**src/rtl/mdio_mgmt_pkg.sv**
```systemverilog
package mdio_mgmt_pkg;

    typedef enum logic [2:0] {
        ST_IDLE,
        ST_PRE,
        ST_HDR,
        ST_TURN,
        ST_DATA
    } mdio_state_t;

    localparam int ADDR_W    = 5;
    localparam int DIVSEL_W  = 2;
    localparam int MDATA_W   = 16;
    localparam int REG_W     = 32;

    localparam int CMD_BUSY_BIT = 0;
    localparam int CMD_WR_BIT   = 1;
    localparam int CMD_REG_LSB  = 4;
    localparam int CMD_PHY_LSB  = 12;
    localparam int CMD_DIV_LSB  = 20;

    localparam int PRE_LEN   = 32;
    localparam int HDR_LEN   = 4 + 2 * ADDR_W;
    localparam int TURN_LEN  = 2;
    localparam int FRAME_LEN = PRE_LEN + HDR_LEN + TURN_LEN + MDATA_W;
    localparam int SHIFT_LEN = HDR_LEN + TURN_LEN + MDATA_W;

endpackage

```
**src/rtl/mdio_clkgen.sv**
```systemverilog
module mdio_clkgen #(
    parameter int BASE_LOG2 = 4,
    parameter int SEL_W     = 2
) (
    input  logic             clk,
    input  logic             rst_n,
    input  logic             run,
    input  logic [SEL_W-1:0] sel,
    output logic             mdc,
    output logic             rise_tick,
    output logic             fall_tick
);
    localparam int CNT_W = BASE_LOG2 + (1 << SEL_W) - 2;

    logic [CNT_W-1:0] cnt;
    logic [CNT_W-1:0] lim;
    logic             wrap;

    always_comb begin
        lim  = CNT_W'((1 << (BASE_LOG2 - 1 + int'(sel))) - 1);
        wrap = run && (cnt == lim);
        rise_tick = wrap && !mdc;
        fall_tick = wrap && mdc;
    end

    always_ff @(posedge clk or negedge rst_n) begin
        if (!rst_n) begin
            cnt <= '0;
            mdc <= 1'b0;
        end else if (!run) begin
            cnt <= '0;
            mdc <= 1'b0;
        end else if (wrap) begin
            cnt <= '0;
            mdc <= !mdc;
        end else begin
            cnt <= cnt + 1'b1;
        end
    end
endmodule

```
**src/rtl/mdio_frame_engine.sv**
```systemverilog
module mdio_frame_engine
    import mdio_mgmt_pkg::*;
(
    input  logic               clk,
    input  logic               rst_n,
    input  logic               go,
    input  logic               op_wr,
    input  logic [ADDR_W-1:0]  phy_addr,
    input  logic [ADDR_W-1:0]  reg_addr,
    input  logic [MDATA_W-1:0] wdata,
    input  logic               rise_tick,
    input  logic               fall_tick,
    input  logic               mdio_i,
    output logic               run,
    output logic               done,
    output logic [MDATA_W-1:0] rdata,
    output logic               mdio_o,
    output logic               mdio_oe
);
    localparam int CNT_W    = $clog2(FRAME_LEN);
    localparam int PRE_END  = PRE_LEN - 1;
    localparam int HDR_END  = PRE_LEN + HDR_LEN - 1;
    localparam int TURN_END = PRE_LEN + HDR_LEN + TURN_LEN - 1;
    localparam int LAST_BIT = FRAME_LEN - 1;

    mdio_state_t          state, nxt;
    logic [CNT_W-1:0]     bit_cnt;
    logic [SHIFT_LEN-1:0] shreg;
    logic [MDATA_W-1:0]   rdsh;
    logic                 at_pre_end, at_hdr_end, at_turn_end, at_last;

    always_comb begin
        at_pre_end  = fall_tick && (bit_cnt == CNT_W'(PRE_END));
        at_hdr_end  = fall_tick && (bit_cnt == CNT_W'(HDR_END));
        at_turn_end = fall_tick && (bit_cnt == CNT_W'(TURN_END));
        at_last     = fall_tick && (bit_cnt == CNT_W'(LAST_BIT));
    end

    // next state
    always_comb begin
        nxt = state;
        unique case (state)
            ST_IDLE: if (go)          nxt = ST_PRE;
            ST_PRE:  if (at_pre_end)  nxt = ST_HDR;
            ST_HDR:  if (at_hdr_end)  nxt = ST_TURN;
            ST_TURN: if (at_turn_end) nxt = ST_DATA;
            ST_DATA: if (at_last)     nxt = ST_IDLE;
            default:                  nxt = ST_IDLE;
        endcase
    end

    // state register
    always_ff @(posedge clk or negedge rst_n) begin
        if (!rst_n) state <= ST_IDLE;
        else        state <= nxt;
    end

    // frame datapath
    always_ff @(posedge clk or negedge rst_n) begin
        if (!rst_n) begin
            bit_cnt <= '0;
            shreg   <= '0;
            rdsh    <= '0;
        end else begin
            if (state == ST_IDLE) begin
                bit_cnt <= '0;
                if (go)
                    shreg <= {2'b01, (op_wr ? 2'b01 : 2'b10), phy_addr, reg_addr,
                              2'b10, wdata};
            end else if (fall_tick) begin
                bit_cnt <= bit_cnt + 1'b1;
                if (state != ST_PRE)
                    shreg <= {shreg[SHIFT_LEN-2:0], 1'b0};
            end
            if (rise_tick && (state == ST_DATA) && !op_wr)
                rdsh <= {rdsh[MDATA_W-2:0], mdio_i};
        end
    end

    // outputs
    always_comb begin
        mdio_o  = 1'b0;
        mdio_oe = 1'b0;
        unique case (state)
            ST_IDLE: begin
                mdio_o  = 1'b0;
                mdio_oe = 1'b0;
            end
            ST_PRE: begin
                mdio_o  = 1'b1;
                mdio_oe = 1'b1;
            end
            ST_HDR: begin
                mdio_o  = shreg[SHIFT_LEN-1];
                mdio_oe = 1'b1;
            end
            ST_TURN, ST_DATA: begin
                mdio_o  = shreg[SHIFT_LEN-1];
                mdio_oe = op_wr;
            end
            default: begin
                mdio_o  = 1'b0;
                mdio_oe = 1'b0;
            end
        endcase
        run   = (state != ST_IDLE);
        done  = (state == ST_DATA) && at_last;
        rdata = rdsh;
    end
endmodule

```
**src/rtl/mdio_regfile.sv**
```systemverilog
module mdio_regfile
    import mdio_mgmt_pkg::*;
(
    input  logic                clk,
    input  logic                rst_n,
    input  logic                wr_en,
    input  logic                wr_sel,
    input  logic [REG_W-1:0]    wr_data,
    input  logic                done,
    input  logic [MDATA_W-1:0]  rd_result,
    output logic                busy,
    output logic                op_wr,
    output logic [ADDR_W-1:0]   phy_addr,
    output logic [ADDR_W-1:0]   reg_addr,
    output logic [DIVSEL_W-1:0] div_sel,
    output logic [MDATA_W-1:0]  data_q,
    output logic [REG_W-1:0]    cmd_rdata,
    output logic [REG_W-1:0]    data_rdata
);
    logic cmd_wr, accept, start;

    always_comb begin
        cmd_wr = wr_en && !wr_sel;
        accept = cmd_wr && !busy;
        start  = accept && wr_data[CMD_BUSY_BIT];
    end

    always_ff @(posedge clk or negedge rst_n) begin
        if (!rst_n) begin
            busy     <= 1'b0;
            op_wr    <= 1'b0;
            phy_addr <= '0;
            reg_addr <= '0;
            div_sel  <= '0;
            data_q   <= '0;
        end else begin
            if (accept) begin
                op_wr    <= wr_data[CMD_WR_BIT];
                reg_addr <= wr_data[CMD_REG_LSB +: ADDR_W];
                phy_addr <= wr_data[CMD_PHY_LSB +: ADDR_W];
                div_sel  <= wr_data[CMD_DIV_LSB +: DIVSEL_W];
            end
            if (done)       busy <= 1'b0;
            else if (start) busy <= 1'b1;
            if (done && !op_wr)
                data_q <= rd_result;
            else if (wr_en && wr_sel)
                data_q <= wr_data[MDATA_W-1:0];
        end
    end

    always_comb begin
        cmd_rdata = '0;
        cmd_rdata[CMD_BUSY_BIT]               = busy;
        cmd_rdata[CMD_WR_BIT]                 = op_wr;
        cmd_rdata[CMD_REG_LSB +: ADDR_W]      = reg_addr;
        cmd_rdata[CMD_PHY_LSB +: ADDR_W]      = phy_addr;
        cmd_rdata[CMD_DIV_LSB +: DIVSEL_W]    = div_sel;
        data_rdata = {{(REG_W-MDATA_W){1'b0}}, data_q};
    end
endmodule

```
**src/rtl/mdio_mgmt_master.sv**
```systemverilog
module mdio_mgmt_master
    import mdio_mgmt_pkg::*;
#(
    parameter int BASE_LOG2 = 4
) (
    input  logic             clk,
    input  logic             rst_n,
    input  logic             wr_en,
    input  logic             wr_sel,
    input  logic [REG_W-1:0] wr_data,
    output logic [REG_W-1:0] cmd_rdata,
    output logic [REG_W-1:0] data_rdata,
    output logic             mdc,
    output logic             mdio_o,
    output logic             mdio_oe,
    input  logic             mdio_i
);
    logic                busy, op_wr, run, done, go;
    logic                rise_tick, fall_tick;
    logic [ADDR_W-1:0]   phy_addr, reg_addr;
    logic [DIVSEL_W-1:0] div_sel;
    logic [MDATA_W-1:0]  data_q, rd_result;

    assign go = busy;

    mdio_regfile i_regs (
        .clk        (clk),
        .rst_n      (rst_n),
        .wr_en      (wr_en),
        .wr_sel     (wr_sel),
        .wr_data    (wr_data),
        .done       (done),
        .rd_result  (rd_result),
        .busy       (busy),
        .op_wr      (op_wr),
        .phy_addr   (phy_addr),
        .reg_addr   (reg_addr),
        .div_sel    (div_sel),
        .data_q     (data_q),
        .cmd_rdata  (cmd_rdata),
        .data_rdata (data_rdata)
    );

    mdio_clkgen #(
        .BASE_LOG2 (BASE_LOG2),
        .SEL_W     (DIVSEL_W)
    ) i_clkgen (
        .clk       (clk),
        .rst_n     (rst_n),
        .run       (run),
        .sel       (div_sel),
        .mdc       (mdc),
        .rise_tick (rise_tick),
        .fall_tick (fall_tick)
    );

    mdio_frame_engine i_engine (
        .clk       (clk),
        .rst_n     (rst_n),
        .go        (go),
        .op_wr     (op_wr),
        .phy_addr  (phy_addr),
        .reg_addr  (reg_addr),
        .wdata     (data_q),
        .rise_tick (rise_tick),
        .fall_tick (fall_tick),
        .mdio_i    (mdio_i),
        .run       (run),
        .done      (done),
        .rdata     (rd_result),
        .mdio_o    (mdio_o),
        .mdio_oe   (mdio_oe)
    );
endmodule

```
**config.mk**
```make
export PLATFORM = sky130hd
export DESIGN_NAME = mdio_mgmt_master
export DESIGN_NICKNAME = d
export VERILOG_FILES = /design/src/rtl/mdio_mgmt_pkg.sv /design/src/rtl/mdio_clkgen.sv /design/src/rtl/mdio_frame_engine.sv /design/src/rtl/mdio_regfile.sv /design/src/rtl/mdio_mgmt_master.sv
export SDC_FILE = /design/constraint.sdc
export NUM_CORES = 1
export LEC_CHECK = 0
export ABC_AREA = 1
export BUFFER_PORTS_ARGS = -buffer_cell sky130_fd_sc_hd__buf_2
export CAP_MARGIN = 15
export CORE_ASPECT_RATIO = 1.1
export CORE_MARGIN = 1
export CORE_UTILIZATION = 48
export CTS_CLUSTER_SIZE = 20
export DETAILED_ROUTE_END_ITERATION = 10
export PLACE_DENSITY_LB_ADDON = 0.05
export SLEW_MARGIN = 20
export SYNTH_ARGS = -nofsm -noshare
export SYNTH_HDL_FRONTEND = slang
export SYNTH_SLANG_ARGS = --single-unit
```
**constraint.sdc**
```tcl
create_clock -name clk -period 2.24 [get_ports clk]
set_input_delay 0.672 -clock clk [delete_from_list [all_inputs] [get_ports clk]]
set_output_delay 0.672 -clock clk [all_outputs]
set_load 0.05 [all_outputs]
```
==> impl_metrics.py, run 1 <==
metrics = {
    "status": {
        "status": "complete, no violations",
    },
    "timing": {
        "hold_viol": 0,
        "fin_worst_hold_slack_ps": 211,
        "period_share_pct": 96.9,
        "fin_crit_ps": 2170,
        "slew_headroom_pct": 60.5,
        "rsz0062_at_grt": "yes",
        "fin_setup_tns_ps": 0,
        "tightest_slew_ps": 591,
        "max_freq_mhz": 461,
        "fin_worst_skew_ps": 10.0,
        "slew_violations": 0,
        "setup_viol": 0,
    },
    "flow_run": {
        "maxCapViolCount": 0,
    },
    "final_layout": {
        "diodes": 0,
        "final_util_pct": 59.3,
        "final_layout_size_suffix_gt1_share_pct": 25.6,
        "nets": 634,
        "area_growth_pct": 19.6,
        "instances_no_fill": 714,
    },
    "global_route": {
        "grt-busiest-layer": "met2",
        "antenna_found_initial": 0,
        "grt_pass1_vias": 3406,
        "use_met1_pct": 30.1,
        "grt_usage_pct": 21.1,
        "met2_usage_pct": 31.6,
        "grt_pass1_wl_um": 16200,
        "use_met3_pct": 3.39,
        "grt_overflow": 0,
        "grt_max_degree": 44,
    },
    "synth": {
        "synthCells": 522,
        "synth-warning-count": 0,
        "yosysUniqueCellTypes": 34,
        "ys_seq_area_share_pct": 50.5,
        "ys_ff_latch": 94,
        "syn_area_per_cell_um2": 8.92,
        "mappedNetlistArea_mm2": 0.00466,
    },
    "routing": {
        "drt-initial-drc-count": 152,
        "firstDrtPassIters": 4,
        "wl_um": 10300,
        "wire_per_inst_um": 14.4,
        "drtAntennaViolNets": 0,
        "vias": 3641,
        "vias_per_cell": 5.10,
        "drc": 0,
    },
    "floorplan": {
        "die_y_um": 105,
        "dieWidth_um": 95.9,
        "start_util_pct": 49.6,
        "coreArea_mm2": 0.00940,
        "dieArea_mm2": 0.0101,
        "rows": 37,
        "boundaryPins": 104,
    },
    "worst_setup_path": {
        "critPathArrivalTime_ps": 1500,
        "critPathKind": "reg -> out",
        "cp_max_fo": 4,
        "required_ps": 1570,
        "startpoint_type": "flop",
        "worstSetupEndpointType": "output port",
    },
    "cts": {
        "cts_buffers": 9,
        "cts_root_buf": "clkbuf_8",
        "cts_num_sinks": 94,
        "clockBufferDepth": 2,
        "clk_latency_ps": 360,
        "cts_hold_buf": 0,
        "htreeDepth": 3,
        "cts.clk_slew.worst_paths_ps": 90,
        "cts_tree": "done",
    },
    "power_and_ir_drop": {
        "irDropWorstVdd_v": 0.000596,
        "leakage_nw": 2.67,
        "power_density_mw_per_mm2": 1280,
    },
    "placement": {
        "place_inst": 686,
        "dp_hpwl_um": 6870,
        "port_buffers": 56,
        "place.gp.congestion": 0.806,
    },
    "min_path": {
        "min_path_type": "in -> async",
    },
}
-- metrics by stage --
stage | power (mW) | worst slack [ps] | area [um2]
3_3_place_gp | 5.15 | 89.8 | 5020
4_1_cts | 6.65 | -8.87 | 5290
6_report | 7.12 | 69.6 | 5570
2_1_floorplan | 4.60 | 34.5 | 4780
3_5_place_dp | 5.22 | 37.9 | 5020
5_1_grt | 7.61 | -18.9 | 5570
-- cell families (layout without fill, tap and decap cells) --
| kind of cell | count (synthesis) | after routing | share of synthesized area, % |
|---|---|---|---|
| DFF | 94 | 94 | 50.5 |
| adders and majority gates | 5 | 5 | 1.34 |
| muxes | 17 | 17 | 4.11 |
| AOI/OAI and AO/OA | 83 | 83 | 10.9 |
| xor gates and xnor gates | 2 | 2 | 0.376 |
| and+or+nand+nor | 204 | 204 | 19.6 |
| buffers and inverters | 116 | 158 | 13.1 |
| other | 1 | 34 | 0.0805 |
-- timing repair --
action | in CTS | in global routing
gates cloned | 0 | 5
pin swaps | 2 | 6
hold endpoints to repair | 0 | 0
setup buffers | 1 | 6
setup endpoints to repair | 2 | 69
resized for setup | 7 | 40
-- report_power, final --
| part | switching, mW | total (mW) | internal, mW |
|---|---|---|---|
| Clock | 0.583 | 1.36 | 0.772 |
| Combinational | 2.13 | 3.29 | 1.16 |
| Sequential | 0.331 | 2.47 | 2.14 |
| Total | 3.04 | 7.12 | 4.07 |
-- path summary, 6_finish.rpt --
| kind | endpoint | depth (start not counted) | startpoint | slack, ps |
|---|---|---|---|---|
| min in group clk | i_engine.rdata[12] | 2 | i_engine.rdata[12] | 500 |
| hold reg to reg | i_engine.rdata[12] | 2 | i_engine.rdata[12] | 500 |
| setup reg to reg | i_engine.shreg[9] | 14 | i_regs.div_sel[0] | 160 |
| max in group asynchronous | i_engine.state[0] | 2 | rst_n | 1490 |
| setup / recovery | mdio_o | 5 | i_engine.state[0] | 70 |
| hold / removal | i_regs.phy_addr[4] | 1 | rst_n | 210 |
-- state kept, by name, indices dropped and copies added, names as in the netlist --
name and cells:
i_regs.busy 1, i_regs.reg_addr 5, i_regs.op_wr 1, i_regs.phy_addr 5, i_regs.data_q 16, i_engine.state 3, i_engine.bit_cnt 6, i_regs.div_sel 2
i_engine.shreg 32, i_clkgen.mdc 1, i_clkgen.cnt 6, i_engine.rdata 16
-- worst max-delay path: stages, from the launching register on --
cell and delay, ps:
dfrtp_2 440, inv_2 70, nor3_4 240, nor3_2 70, o21ai_2 140, buf_6 180
-- synth_stat cells (all sizes together) --
| cell type | number | share of area (%) |
|---|---|---|
| clkinv | 1 | 0.11 |
| conb | 1 | 0.081 |
| dfrtp | 94 | 50 |
| o22ai | 3 | 0.40 |
| o21bai | 1 | 0.16 |
| ha | 5 | 1.3 |
| nor3b | 2 | 0.32 |
| a21oi | 7 | 0.75 |
| clkbuf | 9 | 0.73 |
| o21ai | 33 | 3.5 |
| and3 | 1 | 0.13 |
| nor3 | 9 | 1.2 |
| nand3 | 55 | 6.4 |
| nand4 | 2 | 0.27 |
| nand2 | 86 | 7.1 |
| buf | 49 | 7.7 |
| mux2 | 17 | 4.1 |
| a31oi | 11 | 1.5 |
| inv | 57 | 4.6 |
| nor2 | 48 | 4.0 |
| or3b | 1 | 0.19 |
| o211ai | 26 | 4.2 |
| a22oi | 1 | 0.16 |
| xor2 | 2 | 0.38 |
| a2bb2oi | 1 | 0.19 |
-- final cells by class --
class	instances	area, um2
Multi-Input combinational cell	345	1940
Inverter	58	233
Fill cell	851	3830
Clock inverter	4	95.1
Tap cell	117	146
Timing Repair Buffer	83	643
Timing Repair inverter	1	5.00
Sequential cell	94	2360
Clock buffer	12	145
-- cells in the final DEF, fill, tap and decap left out, drive strengths merged, types with 5 or more instances in the layout --
| master | synthesis | layout |
|---|---|---|
| a21oi | 7 | 7 |
| a31oi | 11 | 11 |
| buf | 49 | 79 |
| clkbuf | 9 | 16 |
| conb | 1 | 34 |
| dfrtp | 94 | 94 |
| ha | 5 | 5 |
| inv | 57 | 57 |
| mux2 | 17 | 17 |
| nand2 | 86 | 86 |
| nand3 | 55 | 55 |
| nor2 | 48 | 48 |
| nor3 | 9 | 9 |
| o211ai | 26 | 26 |
| o21ai | 33 | 33 |
-- metal layers --
layer	share of wire, %	up-vias
li1	-	1795
met1	47	1752
met2	48	81
met3	3.1	13
met4	1.9	0
met5	0	-
(Power assumes the default switching activity.)
==> run 2, diff against run 1 <==
Settings changed: CORE_UTILIZATION 48 to 45.
==> impl_metrics.py, run 2 (synthesis results as in run 1) <==
metrics = {
    "worst_setup_path": {
        "required_ps": 1570,
        "critPathMostFrequentCell": "nor2_4",
        "crit_start": "i_engine.state[2]",
        "cp_max_fo": 4,
        "reg2reg_from": "i_regs.div_sel[0]",
        "startpoint_type": "flop",
        "critPathArrivalTime_ps": 1540,
        "crit_chain": "nor2_4, inv_2, nor2_4, nor3_2, o21ai_1, buf_6",
        "worstSetupEndpointType": "output port",
        "critPathKind": "reg -> out",
        "cpPeakStageDelay_ps": 470,
        "cpMaxStageDelayCell": "dfrtp_2",
        "r2r_setup_slack_ps": 50,
    },
    "final_layout": {
        "final_layout_size_suffix_gt1_share_pct": 26.6,
        "nets": 638,
        "regMostFlops": "i_engine.shreg",
        "area_growth_pct": 19.3,
        "diodes": 0,
        "mostFrequentLayoutCells": "91 x dfrtp_1, 81 x nand2_1, 53 x buf_2",
        "largest_reg_flops": 32,
        "final_area_mm2": 0.00556,
        "final_common_cell": "dfrtp_1",
    },
    "global_route": {
        "grt_overflow": 0,
        "grt_pass1_wl_um": 16500,
        "antenna_found_initial": 0,
        "grt_usage_pct": 19.7,
        "grt_max_degree": 45,
        "grt_pass1_vias": 3452,
    },
    "timing": {
        "slew_headroom_pct": 61.8,
        "fin_worst_skew_ps": 10.3,
        "rsz0062_at_grt": "yes",
        "fin_crit_ps": 2210,
        "hold_viol": 0,
        "max_freq_mhz": 452,
        "tightest_slew_ps": 572,
        "period_share_pct": 98.8,
        "setup_ws_ps": 27.3,
        "setup_viol": 0,
        "slew_violations": 0,
    },
    "placement": {
        "preCtsSetupSlack_ps": -15.2,
        "place_area_mm2": 0.00500,
        "port_buffers": 56,
        "dp_hpwl_um": 6950,
        "place.gp.congestion": 0.782,
    },
    "cts": {
        "cts_tree": "done",
        "cts_buffers": 9,
        "cts.clk_slew.worst_paths_ps": 90,
        "cts_num_sinks": 94,
        "clockBufferDepth": 2,
        "htreeDepth": 3,
        "cts_root_buf": "clkbuf_8",
        "clk_latency_ps": 360,
    },
    "routing": {
        "wire_per_inst_um": 14.4,
        "wl_um": 10400,
        "firstDrtPassIters": 4,
        "vias_per_cell": 5.06,
        "drtAntennaViolNets": 0,
        "drt-initial-drc-count": 175,
        "vias": 3646,
        "drc": 0,
    },
    "floorplan": {
        "rows": 38,
        "die_y_um": 109,
        "dieArea_mm2": 0.0108,
        "coreArea_mm2": 0.00998,
        "dieWidth_um": 99.0,
        "boundaryPins": 104,
        "start_util_pct": 46.7,
    },
    "power_and_ir_drop": {
        "leakage_nw": 2.66,
        "pwr-share-seq_pct": 35.5,
        "irDropWorstVdd_v": 0.000745,
        "swShare_pct": 43.8,
        "p_int_mw": 3.91,
        "clockPowerShare_pct": 16.5,
        "combPwrFrac_pct": 48.0,
        "power_mw": 6.96,
        "power_density_mw_per_mm2": 1250,
        "power.switching_mw": 3.05,
    },
    "flow_run": {
        "maxCapViolCount": 0,
    },
    "min_path": {
        "min_path_type": "in -> async",
    },
    "status": {
        "status": "complete, no violations",
    },
}
==> run 2: worst paths after layout <==
| check | end | cells after the start |
|---|---|---|
| setup / recovery | mdio_o | 6 |
| hold / removal | i_clkgen.cnt[3] | 1 |
| setup reg to reg | i_engine.shreg[22] | 15 |
| hold reg to reg | i_engine.rdata[14] | 2 |
| max in group asynchronous | i_engine.rdata[15] | 2 |
| min in group clk | i_engine.rdata[14] | 2 |
==> run 2: what timing repair did <==
item,in CTS,in global routing
endpoints found under the setup margin,26,58
gates resized for setup,6,55
pin swaps,0,10
buffers inserted,0,13
gates cloned,0,4
hold buffers,0,0
==> run 2: through the flow <==
stage / setup TNS (ps) / util, % / hold WS (ps) / cells
after global routing: -1990 / 55.7 / 245 / 721
after global placement: 0 / 50.1 / 467 / 688
after CTS: 0 / 52.3 / 226 / 704
after floorplan: 0 / - / 376 / 555
final: 0 / 55.7 / 218 / 721
after detailed placement: -79.1 / 50.1 / 474 / 688
==> run 2: worst max-delay path, delay by kind of cell, from the launching register on <==
kind / cells / cell delay, ps
AOI/OAI and AO/OA: 1 / 170
buffers and inverters: 2 / 230
DFF: 1 / 470
and+or+nand+nor: 3 / 310
==> run 2: final cells by class <==
class | count | area, um2
fill | 948 | 4430
sequential | 94 | 2360
multi-input combinational | 345 | 1940
timing repair buffer | 88 | 672
inverter | 58 | 233
clock buffer | 13 | 159
tap | 120 | 150
clock inverter | 3 | 42.5
==> run 2: power groups by stage <==
stage          registers [mW]  logic [mW]  clock network [mW]
2_1_floorplan            2.86        1.74                   0
3_5_place_dp             2.46        2.76                   0
3_3_place_gp             2.45        2.71                   0
6_report                 2.47        3.34                1.15
4_1_cts                  2.43        2.80                1.19
5_1_grt                  2.53        3.65                1.24
==> run 2: per-layer routing <==
metal / wire (um) / GRT usage [%] / vias to the layer above / share of wire (%)
met1: 4650 / 24.5 / 1749 / 45
met2: 5280 / 34.4 / 70 / 51
met5: 0 / 0 / - / 0
li1: - / - / 1816 / -
met4: 163 / 8.64 / 0 / 1.6
met3: 296 / 2.63 / 11 / 2.8
